`config.mk`:
```
export PLATFORM = sky130hd
export DESIGN_NAME = regspace_front
export DESIGN_NICKNAME = d
export VERILOG_FILES = /design/src/rtl/regspace_front.sv
export SDC_FILE = /design/constraint.sdc
export NUM_CORES = 1
export LEC_CHECK = 0
export CAP_MARGIN = 40
export CORE_MARGIN = 10
export CORE_UTILIZATION = 41
export CTS_BUF_LIST = sky130_fd_sc_hd__clkbuf_4 sky130_fd_sc_hd__clkbuf_8
export CTS_CLUSTER_SIZE = 20
export DETAILED_ROUTE_END_ITERATION = 12
export PLACE_DENSITY = 0.82
export RECOVER_POWER = 100
export SYNTH_ARGS = -nofsm -noshare
export SYNTH_HDL_FRONTEND = slang
export SYNTH_SLANG_ARGS = --single-unit
```
`constraint.sdc`:
```
create_clock -name clk -period 1.95 [get_ports clk]
set_input_delay 0.4875 -clock clk [delete_from_list [all_inputs] [get_ports clk]]
set_output_delay 0.4875 -clock clk [all_outputs]
set_load 0.01 [all_outputs]
```
`src/rtl/regspace_front.sv`:
```
module regspace_front #(
  parameter int          STATIC_BITS = 8,
  parameter logic [15:0] CAPS        = 16'h7001,
  parameter int          FEAT_WORDS  = 3,
  parameter logic [32*FEAT_WORDS-1:0] FEAT_LIST =
    {32'hFFF0_0000, 32'h0000_0100, 32'h0010_0101}
) (
  input  logic        clk,
  input  logic        rst_n,
  input  logic        req_valid,
  output logic        req_ready,
  input  logic        req_write,
  input  logic [31:0] req_addr,
  input  logic [31:0] req_wdata,
  output logic        rsp_valid,
  output logic        rsp_err,
  output logic [31:0] rsp_rdata,
  output logic        hnd_valid,
  output logic        hnd_write,
  output logic [31:0] hnd_addr,
  output logic [31:0] hnd_wdata,
  input  logic        hnd_done,
  input  logic [31:0] hnd_rdata
);
  localparam int          WIDX     = STATIC_BITS - 2;
  localparam int          LIST_IDX = 4;
  localparam logic [15:0] ID_WORD  = 16'hE71D;
  localparam logic [15:0] CAP_WORD = {1'b1, 3'b000, CAPS[11:0]};

  logic            busy;
  logic            accept, misaligned, is_static;
  logic [WIDX-1:0] widx;
  logic [31:0]     rom_word;

  assign req_ready  = !busy;
  assign accept     = req_valid && req_ready;
  assign misaligned = req_addr[1:0] != 2'b00;
  assign is_static  = req_addr[31:STATIC_BITS] == '0;
  assign widx       = req_addr[STATIC_BITS-1:2];
  assign hnd_valid  = busy;

  always_comb begin
    rom_word = 32'h0;
    if (widx == '0) rom_word = {ID_WORD, CAP_WORD};
    for (int i = 0; i < FEAT_WORDS; i++)
      if (32'(widx) == i + LIST_IDX) rom_word = FEAT_LIST[i*32 +: 32];
  end

  always_ff @(posedge clk) begin
    if (!rst_n) begin
      busy      <= 1'b0;
      rsp_valid <= 1'b0;
      rsp_err   <= 1'b0;
      rsp_rdata <= 32'h0;
      hnd_write <= 1'b0;
      hnd_addr  <= 32'h0;
      hnd_wdata <= 32'h0;
    end else begin
      rsp_valid <= 1'b0;
      if (busy) begin
        if (hnd_done) begin
          busy      <= 1'b0;
          rsp_valid <= 1'b1;
          rsp_err   <= 1'b0;
          rsp_rdata <= hnd_write ? 32'h0 : hnd_rdata;
        end
      end else if (accept) begin
        if (misaligned) begin
          rsp_valid <= 1'b1;
          rsp_err   <= 1'b1;
          rsp_rdata <= 32'h0;
        end else if (is_static) begin
          rsp_valid <= 1'b1;
          rsp_err   <= 1'b0;
          rsp_rdata <= req_write ? 32'h0 : rom_word;
        end else begin
          busy      <= 1'b1;
          hnd_write <= req_write;
          hnd_addr  <= req_addr;
          hnd_wdata <= req_wdata;
        end
      end
    end
  end
endmodule


```
==> metrics.cfg <==
[run_status]
status=complete, no violations

[power]
seq_power_share_pct=50.9
clock_power_share_pct=30.7
finalPower_mw=4.24
power_frac_comb_pct=18.4
leakage_nw=2.97
peakVddDrop_uv=359
power_density_nw_per_um2=630
sw_frac_of_total_pct=25.7
internal_power_mw=3.15
switchingPower_mw=1.09

[die]
dieArea_um2=14200
row_count=36
start_util_pct=41.7
floorplan.io_pins=202
die_w_um=119
placeableCoreArea_um2=9640
die_h_um=119

[setup_path]
cp.required_ps=1460
worstPathArrival_ps=1410
end_kind=primary output
start_kind=flop
crit_type=reg2out
cp_max_fo=5
r2r_slack_ps=350

[timing]
drv_slew=0
timing.fmax_mhz=527
hold_viol=0
skew_ps=10.9
whs_ps=416
fin_setup_tns_ps=0
worst_pin_slew_ps=372
slew_headroom_pct=75.2
final-setup-viol-count=0
finalWorstSetupSlack_ps=53.7
finalCritPeriodShare_pct=97.2
fin_crit_ps=1900

[layout]
n_fill_cell=767
finalNonFillerCells=806
nets=771
syn_to_final_growth_pct=67.3
fin_area_um2=6720
final_core_util_pct=69.7
drive_gt1_share_pct=13.1
n_antenna_cell=0

[min_path]
hold_class=in2reg

[yosys]
postSynthNetCount=559
ys_types=37
synth.most_common_cell=dfxtp_1
avgSynthCellArea_um2=8.77
synth_edf_count=0
async_reset_ff_share_pct=0
synth_xor_area_share_pct=0
yosys_register_bits=100
ys_top_cells_by_area=dfxtp_1, nand3_1, nand2_1
netlist_instances=458
muxShareOfSynthArea_pct=3.99
synth_common_cells=dfxtp_1, nand2_1, nand3_1
synthSimpleGateAreaFrac_pct=24.0
yosys.area.top_type=dfxtp_1
yosysWarningCount=0
synth_ff_type=dfxtp_1
synth_adder_area_share_pct=0
synth-seq-area-share_pct=49.8
syn_area_um2=4020
synth_top_family_by_area=simple AND/OR/NAND/NOR gates
synth_compound_area_share_pct=16.1
synth_top_area_share_pct=49.8

[clocking]
cts-root-buf=clkbuf_8
cts.path.max_buffers=2
cts.sinks=100
clk_pin_slew_worst_paths_ps=100
cts_tree=done
cts_buffers=9
clkLatencyLatePin_ps=360
htree_levels=3

[global_routing]
met3_usage_pct=6.71
grt_pass1_wl_mm=22.0
antenna_found_initial=1
globalRoute.totalOverflow=0
grt_usage_pct=19.1
use_met2_pct=33.8
top_usage_layer=met2
grt_pass1_vias=4218
grt_max_degree=48
use_met1_pct=20.9

[flow_run]
drv_cap=0

[placement]
port_buffers=201
finalWeightedCongestion=0.821
dpl_cell_area_um2=6270
dp.cells=782
dp_hpwl_mm=10.5
preCtsSetupSlack_ps=-608

[drt]
vias=4120
ant_nets=0
first_pass_iters=4
drtIter0Drc=328
routed_wl_mm=14.6
vias_per_cell=5.11
wl_per_cell_um=18.2
drc=0

==> final cells by class <==
| cell class | count | area (um^2) | area share [%] |
|---|---|---|---|
| Timing Repair Buffer | 243 | 2530 | 37.7 |
| Sequential cell | 100 | 2000 | 29.8 |
| Multi-Input combinational cell | 314 | 1830 | 27.2 |
| Tap cell | 133 | 166 | 2.48 |
| Clock buffer | 9 | 124 | 1.84 |
| Clock inverter | 5 | 62.6 | 0.931 |
| Inverter | 2 | 7.51 | 0.112 |
==> cells by family after synthesis <==
group	after synthesis
AO/OA/AOI/OAI	98
flip-flops	100
AND/OR/NAND/NOR	200
multiplexers	16
buffers and inverters	44
==> critical path: stages (launching register included) <==
cell             delay (ps)
dfxtp_2                 370
inv_2                   110
clkdlybuf4s50_1         580
==> final timing paths <==
| kind | to | from | depth (start not counted) |
|---|---|---|---|
| max | req_ready | hnd_valid$_SDFF_PN0_ | 2 |
| max reg2reg | rsp_rdata[29]$_SDFFE_PN0P_ | hnd_valid$_SDFF_PN0_ | 7 |
| min reg2reg | rsp_rdata[17]$_SDFFE_PN0P_ | rsp_rdata[17]$_SDFFE_PN0P_ | 2 |
| min | hnd_addr[24]$_SDFFE_PN0P_ | req_addr[24] | 3 |
==> sequential cells by signal, summed over array words and instances (netlist names) <==
signal / cells
hnd_addr: 32
hnd_wdata: 32
rsp_rdata: 32
hnd_valid: 1
hnd_write: 1
rsp_err: 1
rsp_valid: 1
==> power groups by stage <==
stage | Combinational, mW | Clock, mW | Sequential, mW
after global placement | 0.736 | 0 | 2.20
final | 0.779 | 1.30 | 2.16
after global routing | 0.829 | 1.42 | 2.17
after CTS | 0.798 | 1.33 | 2.16
after detailed placement | 0.753 | 0 | 2.21
after floorplan | 0.252 | 0 | 2.24
==> layer usage <==
| metal | vias up | part of all wire, % |
|---|---|---|
| met5 | - | 0.12 |
| met4 | 2 | 1.9 |
| met3 | 23 | 8.0 |
| met2 | 150 | 50 |
| met1 | 1912 | 40 |
| li1 | 2033 | - |
==> cells in the final DEF (no fill, tap or decap), types with 5 or more instances in the layout <==
master / count
a32oi_1: 5
and2_1: 13
buf_12: 7
buf_4: 28
clkbuf_8: 9
clkdlybuf4s50_1: 86
dfxtp_1: 99
dlygate4sd2_1: 8
dlygate4sd3_1: 97
dlymetal6s2s_1: 9
mux2i_1: 16
nand2_1: 86
nand3_1: 77
nor4_2: 7
o211a_1: 6
o21ai_0: 63
o21ai_1: 8
o221a_2: 10
==> timing repair <==
item | 4_1_cts | 5_1_grt
pin swaps | 5 | 8
hold endpoints to repair | 0 | 0
hold buffers | 0 | 0
gates resized for setup | 22 | 14
endpoints found under the setup margin | 99 | 99
buffers inserted | 5 | 0
gates cloned | 3 | 2
Power figures use the tool's default switching activity.
